===== config.mk =====
export PLATFORM = sky130hd
export DESIGN_NAME = pwm_pool
export DESIGN_NICKNAME = d
export VERILOG_FILES = /design/src/rtl/pwm_pool_pkg.sv /design/src/rtl/pwm_pool_regs.sv /design/src/rtl/pwm_pool_gen.sv /design/src/rtl/pwm_pool_route.sv /design/src/rtl/pwm_pool.sv
export SDC_FILE = /design/constraint.sdc
export NUM_CORES = 1
export LEC_CHECK = 0
export ABC_AREA = 1
export BUFFER_PORTS_ARGS = -buffer_cell sky130_fd_sc_hd__buf_2
export CORE_AREA = 5 5 292 294
export CTS_CLUSTER_DIAMETER = 40
export DETAILED_ROUTE_END_ITERATION = 10
export DIE_AREA = 0 0 297 299
export MAX_ROUTING_LAYER = met4
export PLACE_DENSITY_LB_ADDON = 0.2
export SYNTH_ARGS = -nofsm -noshare
export SYNTH_HDL_FRONTEND = slang
export SYNTH_SLANG_ARGS = --single-unit

===== constraint.sdc =====
create_clock -name clk -period 6.08 [get_ports clk]
set_clock_uncertainty 0.05 [all_clocks]
set_input_delay 0.608 -clock clk [delete_from_list [all_inputs] [get_ports clk]]
set_output_delay 0.608 -clock clk [all_outputs]
set_load 0.01 [all_outputs]

===== src/rtl/pwm_pool_pkg.sv =====
package pwm_pool_pkg;

    localparam int STEPS          = 255;   // phase steps per period
    localparam int PRD_CEIL       = 250;   // largest period value kept
    localparam int WORD_W         = 32;
    localparam int SLOT_W         = 4;     // select + enable
    localparam int SLOTS_PER_WORD = WORD_W / SLOT_W;
    localparam int PRD_PER_WORD   = WORD_W / 8;
    localparam int DUTY_PER_WORD  = WORD_W / 16;

    function automatic int ceil_div(input int a, input int b);
        return (a + b - 1) / b;
    endfunction

    // period limiter applied when a value enters the shadow copy
    function automatic logic [7:0] clamp_prd(input logic [7:0] v);
        if (v == 8'd0)
            return 8'd1;
        else if (v > 8'(PRD_CEIL))
            return 8'(PRD_CEIL);
        else
            return v;
    endfunction

    // word address holding the routing slot of channel c
    function automatic int slot_word(input int c, input int ndir,
                                     input int dir_base, input int ser_base);
        if (c < ndir)
            return dir_base + c / SLOTS_PER_WORD;
        else
            return ser_base + (c - ndir) / SLOTS_PER_WORD;
    endfunction

    // slot position of channel c inside its word
    function automatic int slot_pos(input int c, input int ndir);
        if (c < ndir)
            return c % SLOTS_PER_WORD;
        else
            return (c - ndir) % SLOTS_PER_WORD;
    endfunction

endpackage


===== src/rtl/pwm_pool_regs.sv =====
module pwm_pool_regs
    import pwm_pool_pkg::*;
#(
    parameter int NUM_GEN = 8,
    parameter int NUM_DIR = 16,
    parameter int NUM_SER = 17,
    parameter int ADDR_W  = 4
) (
    input  logic                                   clk,
    input  logic                                   rst_n,
    input  logic                                   wr_en,
    input  logic [ADDR_W-1:0]                      wr_addr,
    input  logic [WORD_W-1:0]                      wr_data,
    output logic [NUM_GEN-1:0][7:0]                prd_sh,
    output logic [NUM_GEN-1:0][7:0]                duty_sh,
    output logic [NUM_DIR+NUM_SER-1:0][$clog2(NUM_GEN)-1:0] chan_sel,
    output logic [NUM_DIR+NUM_SER-1:0]             chan_en
);

    localparam int NUM_CH     = NUM_DIR + NUM_SER;
    localparam int SEL_W      = $clog2(NUM_GEN);
    localparam int PRD_BASE   = 0;
    localparam int PRD_WORDS  = ceil_div(NUM_GEN, PRD_PER_WORD);
    localparam int DUTY_BASE  = PRD_BASE + PRD_WORDS;
    localparam int DUTY_WORDS = ceil_div(NUM_GEN, DUTY_PER_WORD);
    localparam int DIR_BASE   = DUTY_BASE + DUTY_WORDS;
    localparam int DIR_WORDS  = ceil_div(NUM_DIR, SLOTS_PER_WORD);
    localparam int SER_BASE   = DIR_BASE + DIR_WORDS;

    typedef struct packed {
        logic [NUM_GEN-1:0][7:0]     prd;
        logic [NUM_GEN-1:0][7:0]     duty;
        logic [NUM_CH-1:0][SEL_W-1:0] sel;
        logic [NUM_CH-1:0]           en;
    } regs_t;

    localparam regs_t REGS_RST = '{
        prd:  {NUM_GEN{8'd1}},
        duty: '0,
        sel:  '0,
        en:   '0
    };

    regs_t st_d, st_q;

    always_comb begin
        st_d = st_q;
        if (wr_en) begin
            for (int g = 0; g < NUM_GEN; g++) begin
                if (int'(wr_addr) == PRD_BASE + g / PRD_PER_WORD)
                    st_d.prd[g] = clamp_prd(wr_data[8*(g % PRD_PER_WORD) +: 8]);
                if (int'(wr_addr) == DUTY_BASE + g / DUTY_PER_WORD)
                    st_d.duty[g] = wr_data[16*(g % DUTY_PER_WORD) +: 8];
            end
            for (int c = 0; c < NUM_CH; c++) begin
                if (int'(wr_addr) == slot_word(c, NUM_DIR, DIR_BASE, SER_BASE)) begin
                    st_d.sel[c] = wr_data[SLOT_W*slot_pos(c, NUM_DIR) +: SEL_W];
                    st_d.en[c]  = wr_data[SLOT_W*slot_pos(c, NUM_DIR) + SLOT_W - 1];
                end
            end
        end
    end

    always_ff @(posedge clk or negedge rst_n) begin
        if (!rst_n)
            st_q <= REGS_RST;
        else
            st_q <= st_d;
    end

    assign prd_sh   = st_q.prd;
    assign duty_sh  = st_q.duty;
    assign chan_sel = st_q.sel;
    assign chan_en  = st_q.en;

endmodule


===== src/rtl/pwm_pool_gen.sv =====
module pwm_pool_gen
    import pwm_pool_pkg::*;
(
    input  logic       clk,
    input  logic       rst_n,
    input  logic       tick,
    input  logic [7:0] prd_sh,
    input  logic [7:0] duty_sh,
    output logic       wave,
    output logic [7:0] cur_prd,
    output logic [7:0] cur_duty,
    output logic [7:0] cur_phase
);

    typedef struct packed {
        logic [7:0] pre;    // strobes inside the current step
        logic [7:0] phase;  // step inside the period
        logic [7:0] prd;    // period in force
        logic [7:0] duty;   // duty in force
    } gen_t;

    localparam gen_t GEN_RST = '{pre: 8'd0, phase: 8'd0, prd: 8'd1, duty: 8'd0};

    gen_t gs_d, gs_q;
    logic step_end;
    logic period_end;

    always_comb begin
        gs_d       = gs_q;
        step_end   = (gs_q.pre == gs_q.prd - 8'd1);
        period_end = step_end && (gs_q.phase == 8'(STEPS - 1));
        if (tick) begin
            if (step_end) begin
                gs_d.pre = 8'd0;
                if (period_end) begin
                    gs_d.phase = 8'd0;
                    gs_d.prd   = prd_sh;
                    gs_d.duty  = duty_sh;
                end else begin
                    gs_d.phase = gs_q.phase + 8'd1;
                end
            end else begin
                gs_d.pre = gs_q.pre + 8'd1;
            end
        end
    end

    always_ff @(posedge clk or negedge rst_n) begin
        if (!rst_n)
            gs_q <= GEN_RST;
        else
            gs_q <= gs_d;
    end

    assign wave      = (gs_q.phase < gs_q.duty);
    assign cur_prd   = gs_q.prd;
    assign cur_duty  = gs_q.duty;
    assign cur_phase = gs_q.phase;

endmodule


===== src/rtl/pwm_pool_route.sv =====
module pwm_pool_route #(
    parameter int NUM_GEN = 8,
    parameter int NUM_CH  = 33
) (
    input  logic [NUM_GEN-1:0]                    gen_wave,
    input  logic [NUM_CH-1:0][$clog2(NUM_GEN)-1:0] chan_sel,
    input  logic [NUM_CH-1:0]                     chan_en,
    output logic [NUM_CH-1:0]                     ch_out
);

    for (genvar c = 0; c < NUM_CH; c++) begin : g_ch
        assign ch_out[c] = chan_en[c] & gen_wave[chan_sel[c]];
    end

endmodule


===== src/rtl/pwm_pool.sv =====
module pwm_pool
    import pwm_pool_pkg::*;
#(
    parameter int NUM_GEN = 8,
    parameter int NUM_DIR = 16,
    parameter int NUM_SER = 17,
    parameter int ADDR_W  = 4
) (
    input  logic                       clk,
    input  logic                       rst_n,
    input  logic                       tick,
    input  logic                       wr_en,
    input  logic [ADDR_W-1:0]          wr_addr,
    input  logic [31:0]                wr_data,
    output logic [NUM_DIR+NUM_SER-1:0] ch_out
);

    localparam int NUM_CH = NUM_DIR + NUM_SER;
    localparam int SEL_W  = $clog2(NUM_GEN);

    logic [NUM_GEN-1:0][7:0]      prd_sh;
    logic [NUM_GEN-1:0][7:0]      duty_sh;
    logic [NUM_CH-1:0][SEL_W-1:0] chan_sel;
    logic [NUM_CH-1:0]            chan_en;
    logic [NUM_GEN-1:0]           gen_wave;
    logic [NUM_GEN-1:0][7:0]      gen_prd;
    logic [NUM_GEN-1:0][7:0]      gen_duty;
    logic [NUM_GEN-1:0][7:0]      gen_phase;

    pwm_pool_regs #(
        .NUM_GEN (NUM_GEN),
        .NUM_DIR (NUM_DIR),
        .NUM_SER (NUM_SER),
        .ADDR_W  (ADDR_W)
    ) u_regs (
        .clk      (clk),
        .rst_n    (rst_n),
        .wr_en    (wr_en),
        .wr_addr  (wr_addr),
        .wr_data  (wr_data),
        .prd_sh   (prd_sh),
        .duty_sh  (duty_sh),
        .chan_sel (chan_sel),
        .chan_en  (chan_en)
    );

    for (genvar g = 0; g < NUM_GEN; g++) begin : g_gen
        pwm_pool_gen u_gen (
            .clk       (clk),
            .rst_n     (rst_n),
            .tick      (tick),
            .prd_sh    (prd_sh[g]),
            .duty_sh   (duty_sh[g]),
            .wave      (gen_wave[g]),
            .cur_prd   (gen_prd[g]),
            .cur_duty  (gen_duty[g]),
            .cur_phase (gen_phase[g])
        );
    end

    pwm_pool_route #(
        .NUM_GEN (NUM_GEN),
        .NUM_CH  (NUM_CH)
    ) u_route (
        .gen_wave (gen_wave),
        .chan_sel (chan_sel),
        .chan_en  (chan_en),
        .ch_out   (ch_out)
    );

endmodule


==> run metrics, run 1 <==
# diodes 0; Worst R2R Setup Slack 3.22 ns; PortBufs 72; Die X 297 um; Top Ports 73; number of setup violations in the final report 0; CTS Buf Count 95; CP Class reg2out; Primary FF master, synth dfrtp_1; hold path depth 3; clk buf depth 3; Post-synth EDFFs 0; layout cells sized above 1 9.347%; most common cell in the netlist nand2_1; post-synth top area cell dfrtp_1; register bit total from synthesis 516; Hold Crit Class in2reg; total routed wirelength 84430 um; Routed Antenna Nets 0; H-tree depth 3; initial antenna violation count 3; slew margin rel. 25.26%; most common library cells after synthesis 1093 x nand2_1, 610 x nand3_1, 500 x dfrtp_1; Peak VDD IR 222.9 uV; ys async rst share 100.0%; vias in the first global route 23.72k; GR Util All Layers 19.38%; Place WS 2.545 ns; Starting Density 34.55%; Critical Path Start Type flip-flop; R2R depth 13; die area 88800 um^2; Final HPWL DP 52720 um; clock sink count 516; Hold Path Sink u_regs.prd_sh[58]; design area 33310 um^2; Synth Instances 3744; Placed Instances 4765; largest net degree at the start of global routing 120; Crit. End Element primary output; DRT iter0 DRCs 1835; RSZ-0062 raised after global routing false; final setup TNS 0 ns; Crit Reg-Reg Endpoint g_gen[4].u_gen.cur_duty[4]; NumNets Final 3911; Tcrit/Tclk final 69.76%; drt first pass iters 6; worst skew pair latency 0.63 ns; DR vias 24.65k; Yosys cell types 38; GP Congestion 0.8333; Max Slew Vio Count 0; Core Region 82630 um^2; Yosys top cell area share 43.82%; Root Driver clkbuf_16; Pwr Total 11.75 mW; Hold Crit Start wr_data[26]; Hold Vio Cnt, Final 0; die height 299 um; CP max FO 18; Max Clk Rate 0.2358 GHz; non-filler cells, final 4942; yosys warns 0; number of max-cap violations 0; crit path setup slack, layout 1.839 ns; pwr dens 352.7 nW/um^2; top post-synthesis cells by area dfrtp_1 44%, nand2_1 14%, nand3_1 11%, inv_1 5.3%, o21ai_0 4.8%; leakage 16.84 nW; Worst EP arrival 3.58 ns; syn_area_per_cell 7.626 um^2; global-route wire length before repair 135400 um; r2r startpoint g_gen[4].u_gen.cur_prd[0]; routed length per instance 17.08 um; Synth Cell Area 28550 um^2; clock slew at reported path FFs 0.06 ns; Final Util 40.31%; placed inst area 29870 um^2; status finished clean; # DRC 0; worst hold slack 0.2715 ns; minimum clock period 4.241 ns; Worst Tran Pin Value 1.117 ns; via/cell ratio 4.987; Worst Path Required 5.42 ns; sequential area share after synthesis 45.30%; TritonCTS clock tree yes; synthesized net count 3872; total grt overflow 0; area growth from synthesis to layout 16.65%; Row Count 106
## repair_timing
| item | CTS | global route |
|---|---|---|
| hold buffers | 1 | 0 |
| setup buffers | 0 | 0 |
| gates resized for setup | 0 | 0 |
| hold endpoints to repair | 72 | 0 |
## layout make-up
class                      count  area [um^2]
fill                        8510        49320
multi-input combinational   2663        13440
sequential                   516        12930
clock buffer                 117         2686
inverter                     410         1539
tap                         1080         1351
clock inverter                59        738.2
timing repair buffer          97        616.8
## state kept, by name (all words and copies together) (netlist names)
signal and flops:
u_regs.chan_sel 99, g_gen.u_gen.cur_duty 64, g_gen.u_gen.cur_phase 64, g_gen.u_gen.cur_prd 64
g_gen.u_gen.gs_q 64, u_regs.duty_sh 64, u_regs.prd_sh 64, u_regs.chan_en 33
## kinds of logic (layout without fill, tap and decap cells)
kind of cell | after synthesis | in the layout | synth area share (%)
compound gates | 367 | 367 | 6.530
flops | 516 | 516 | 45.30
buf+inv | 565 | 683 | 7.757
xor+xnor | 147 | 147 | 4.509
simple gates | 2061 | 2061 | 32.05
fa+ha+maj | 88 | 88 | 3.856
## metal layers
layer	part of all wire [%]	GRT usage, %	vias up
li1	-	-	12200
met1	47	27.02	11600
met5	0	-	-
met4	1.8	5.227	0
met3	6.1	2.724	123
met2	45	29.82	733
## report_power, final
group / switching [mW] / internal [mW] / leakage, nW
combinational: 1.01 / 0.663 / 8.50
clock: 1.94 / 3.68 / 1.66
sequential: 0.485 / 3.97 / 6.69
total: 3.44 / 8.31 / 16.8
## layout by cell type, fill, tap and decap left out, types with 40 or more instances in the layout
master        n
nor3_1       40
nor2_1      167
a21oi_1      78
buf_2        70
nand2_1    1084
ha_1         88
xor2_1       92
xnor2_1      55
nand4_1      62
inv_1       405
o21ai_0     275
clkbuf_16   100
dfrtp_1     500
nand3_1     607
## worst max path at each step
stage | from | endpoint | slack (ns) | cells after the start
floorplan | g_gen[0].u_gen.cur_phase[7] | ch_out[0] | 3.61 | 10
global placement | g_gen[2].u_gen.cur_phase[7] | ch_out[20] | 2.60 | 11
detailed placement | g_gen[2].u_gen.cur_phase[7] | ch_out[20] | 2.55 | 11
CTS | g_gen[2].u_gen.cur_phase[7] | ch_out[20] | 1.85 | 11
global route | g_gen[2].u_gen.cur_phase[7] | ch_out[10] | 1.66 | 11
finish | g_gen[2].u_gen.cur_phase[7] | ch_out[24] | 1.84 | 11
## critical path, stage by stage, from the launching register on
cell and delay [ns]:
dfrtp_1 0.41, ha_1 0.32, a21oi_1 0.15, o21a_1 0.81, buf_4 0.45, nand3_1 0.11, nand3_1 0.12, nand2_1 0.06
nand2_1 0.05, nand2_1 0.04, nor2_1 0.22, buf_2 0.19
Power figures use the tool's default switching activity.
==> run 2: changes to the inputs <==
--- a/config.mk
+++ b/config.mk
@@ -5,12 +5,12 @@
 export SDC_FILE = /design/constraint.sdc
 export NUM_CORES = 1
 export LEC_CHECK = 0
-export ABC_AREA = 1
+export ABC_AREA = 0
 export BUFFER_PORTS_ARGS = -buffer_cell sky130_fd_sc_hd__buf_2
-export CORE_AREA = 5 5 292 294
+export CORE_AREA = 5 5 286 288
 export CTS_CLUSTER_DIAMETER = 40
 export DETAILED_ROUTE_END_ITERATION = 10
-export DIE_AREA = 0 0 297 299
+export DIE_AREA = 0 0 291 293
 export MAX_ROUTING_LAYER = met4
 export PLACE_DENSITY_LB_ADDON = 0.2
 export SYNTH_ARGS = -nofsm -noshare
==> constraint.sdc (replaced) <==
create_clock -name clk -period 4.2 [get_ports clk]
set_clock_uncertainty 0.05 [all_clocks]
set_input_delay 0.42 -clock clk [delete_from_list [all_inputs] [get_ports clk]]
set_output_delay 0.42 -clock clk [all_outputs]
set_load 0.01 [all_outputs]
==> run metrics, run 2 <==
Max Slew Vio Count 0 (unchanged); sequential area share after synthesis 47.25% (+2.0 points); Worst R2R Setup Slack 0.88 ns (-2.34 ns); Crit. End Element primary output; initial antenna violation count 13 (+10); syn_area_per_cell 10.79 um^2 (+42%); Tcrit/Tclk final 95.06%; Logic pwr share 12.9% (-1.4 points); Synth Instances 2536 (-32%); most frequent cells in the layout 500 x dfrtp_1, 365 x mux2_2, 178 x nand2_1, 141 x nor2_1, 133 x o21ai_0; Final HPWL DP 46360 um (-12%); drt first pass iters 5 (-1); most common library cells after synthesis 500 x dfrtp_1, 365 x mux2_2, 179 x nand2_1; synthesized net count 2664 (-31%); total routed wirelength 72400 um (-14%); DR vias 20.00k (-19%); post-synth top area cell dfrtp_1; CP max FO 26 (+8); Root Driver clkbuf_16; max FFs per register 99 (unchanged); clock sink count 516 (unchanged); crit path cell chain ha_1, a21boi_0, nor4_1, nor4_1, a2111oi_2, buf_6, buf_4, mux2i_1, o311ai_0, buf_2; most common cell in the netlist dfrtp_1; CP Class reg2out; non-filler cells, final 3732 (-24%); Post-synth EDFFs 0 (unchanged); ys async rst share 100.0% (unchanged); CP Buf/Inv Count 3 (+1); worst skew pair latency 0.63 ns (about the same); Crit path max-delay family compound AO/OA/AOI/OAI gates; Place WS 0.6310 ns (-1.914 ns); register bit total from synthesis 516 (unchanged); vias in the first global route 20.37k (-14%); Row Count 103 (-2.8%); power share of the clock group 47.5% (-0.3 points); Core Region 78610 um^2 (-4.9%); area growth from synthesis to layout 17.94%; Cell Int Power 12.17 mW (+47%); Routed Antenna Nets 0 (unchanged); number of setup violations in the final report 0 (unchanged); GP Congestion 0.8263 (-0.84%); largest net degree at the start of global routing 107 (-11%); Placed Instances 3552 (-25%); Hold Vio Cnt, Final 0 (unchanged); global-route wire length before repair 115400 um (-15%); Yosys top cell area share 45.72% (+1.9 points); sequential share of power 39.5% (+1.6 points); pwr dens 520.9 nW/um^2 (+48%); PortBufs 72 (unchanged); leakage 14.06 nW (-17%); layout cells sized above 1 27.27% (+18 points); post-synthesis mux area share 17.10% (+17 points); combinational family with the most area after synthesis multiplexers; Worst Path Required 3.73 ns (-1.69 ns); final setup TNS 0 ns (unchanged); CP dominant cell by count nor4_1; Max Clk Rate 0.2505 GHz; CP max-delay cell o311ai_0; die area 85260 um^2 (-4.0%); GR Util All Layers 17.33% (-2.0 points); Worst Tran Pin Value 1.184 ns (+0.06658 ns); Top Ports 73 (unchanged); switching pwr 4.642 mW (+35%); Switching Fraction 27.61% (-1.7 points); H-tree depth 3 (unchanged); clock slew at reported path FFs 0.05 ns (about the same); crit-path max cell delay 0.47 ns (-0.34 ns); Worst EP arrival 3.52 ns (-0.06 ns); Peak VDD IR 320.7 uV (+44%); clk buf depth 3 (unchanged); Post-Synth Adder-Cell Area 4.023% (+0.17 points); NumNets Final 2724 (-30%); Critical Path Start Type flip-flop; # DRC 0 (unchanged); Synth Area in XOR/XNOR 3.296% (-1.2 points); DRT iter0 DRCs 1101 (-40%); via/cell ratio 5.358 (+7.4%); slew margin rel. 20.81% (-4.5 points); most common cell after layout, fill and taps aside dfrtp_1; Final Util 41.06% (+0.75 points); RSZ-0062 raised after global routing false; CTS Buf Count 91 (-4.2%); routed length per instance 19.40 um (+14%); complex-gate fraction of the synthesized area 9.569% (+3.0 points); crit path setup slack, layout 0.2075 ns (-1.631 ns); TritonCTS clock tree yes; minimum clock period 3.992 ns; Post-Synth Simple-Gate Area 15.08% (-17 points); Synth Cell Area 27370 um^2 (-4.1%); Die X 291 um (-2.0%); die height 293 um (-2.0%); Yosys cell types 83 (+120%); number of max-cap violations 0 (unchanged); status finished clean; total grt overflow 0 (unchanged); Primary FF master, synth dfrtp_1; Starting Density 34.81% (+0.26 points); yosys warns 0 (unchanged); Hold Crit Class in2reg; top post-synthesis cells by area dfrtp_1 46%, mux2_2 15%, ha_1 4.0%, nand2_1 2.5%, o21ai_0 2.4%
## run 2: repair_timing
action / in CTS / in global routing
endpoints found under the hold margin: 83 / 0
buffers inserted: 0 / 0
hold buffers: 1 / 0
resized for setup: 5 / 6
pin swaps: 0 / 0
setup endpoints to repair: 5 / 18
## run 2: final timing paths
path	startpoint	end	depth (start not counted)
worst max-delay path	g_gen[6].u_gen.cur_phase[1]	ch_out[21]	10
worst min-delay path	wr_data[26]	u_regs.chan_sel[44]	2
worst max register to register	g_gen[5].u_gen.cur_prd[0]	g_gen[5].u_gen.cur_duty[5]	7
worst min register to register	u_regs.prd_sh[34]	u_regs.prd_sh[34]	2
max in group asynchronous	rst_n	u_regs.chan_sel[36]	3
min in group asynchronous	rst_n	g_gen[6].u_gen.gs_q[28]	2
## run 2: final cells by class
class | instances | area [um^2]
timing repair buffer | 113 | 775.7
multi-input combinational | 1778 | 13530
sequential | 516 | 12930
clock inverter | 61 | 885.9
fill | 7495 | 46340
inverter | 96 | 360.3
antenna | 9 | 22.52
tap | 1050 | 1314
clock buffer | 109 | 2456
## run 2: logic make-up (layout without fill, tap and decap cells)
family / after synthesis / count (layout)
AOI/OAI and AO/OA: 390 / 390
xor gates and xnor gates: 103 / 103
adders and majority gates: 88 / 88
buffers and inverters: 242 / 379
DFF: 516 / 516
muxes: 417 / 417
other: 0 / 9
and+or+nand+nor: 780 / 780
## run 2: per-stage QoR
stage                     hold slack, ns  cell area [um^2]  power (mW)
after global placement            0.4113             28900       8.765
after CTS                        0.06968             32250       17.02
final                             0.1176             32280       16.81
after global routing             0.09253             32270       17.65
after detailed placement          0.4204             28900       8.897
after floorplan                  0.07441             27370       8.182
## run 2: power groups by stage
stage / Sequential [mW] / Combinational (mW) / Clock [mW]
5_1_grt: 6.78 / 2.44 / 8.42
3_5_place_dp: 6.71 / 2.19 / 0
2_1_floorplan: 6.33 / 1.85 / 0
6_report: 6.65 / 2.18 / 7.99
3_3_place_gp: 6.66 / 2.10 / 0
4_1_cts: 6.64 / 2.21 / 8.18
## run 2: routing by layer
metal,track usage [%],vias up,wire length [um]
li1,-,9335,-
met1,22.56,10060,32950
met2,27.40,463,33410
met3,3.598,134,3851
met4,5.440,0,2180
met5,-,-,0
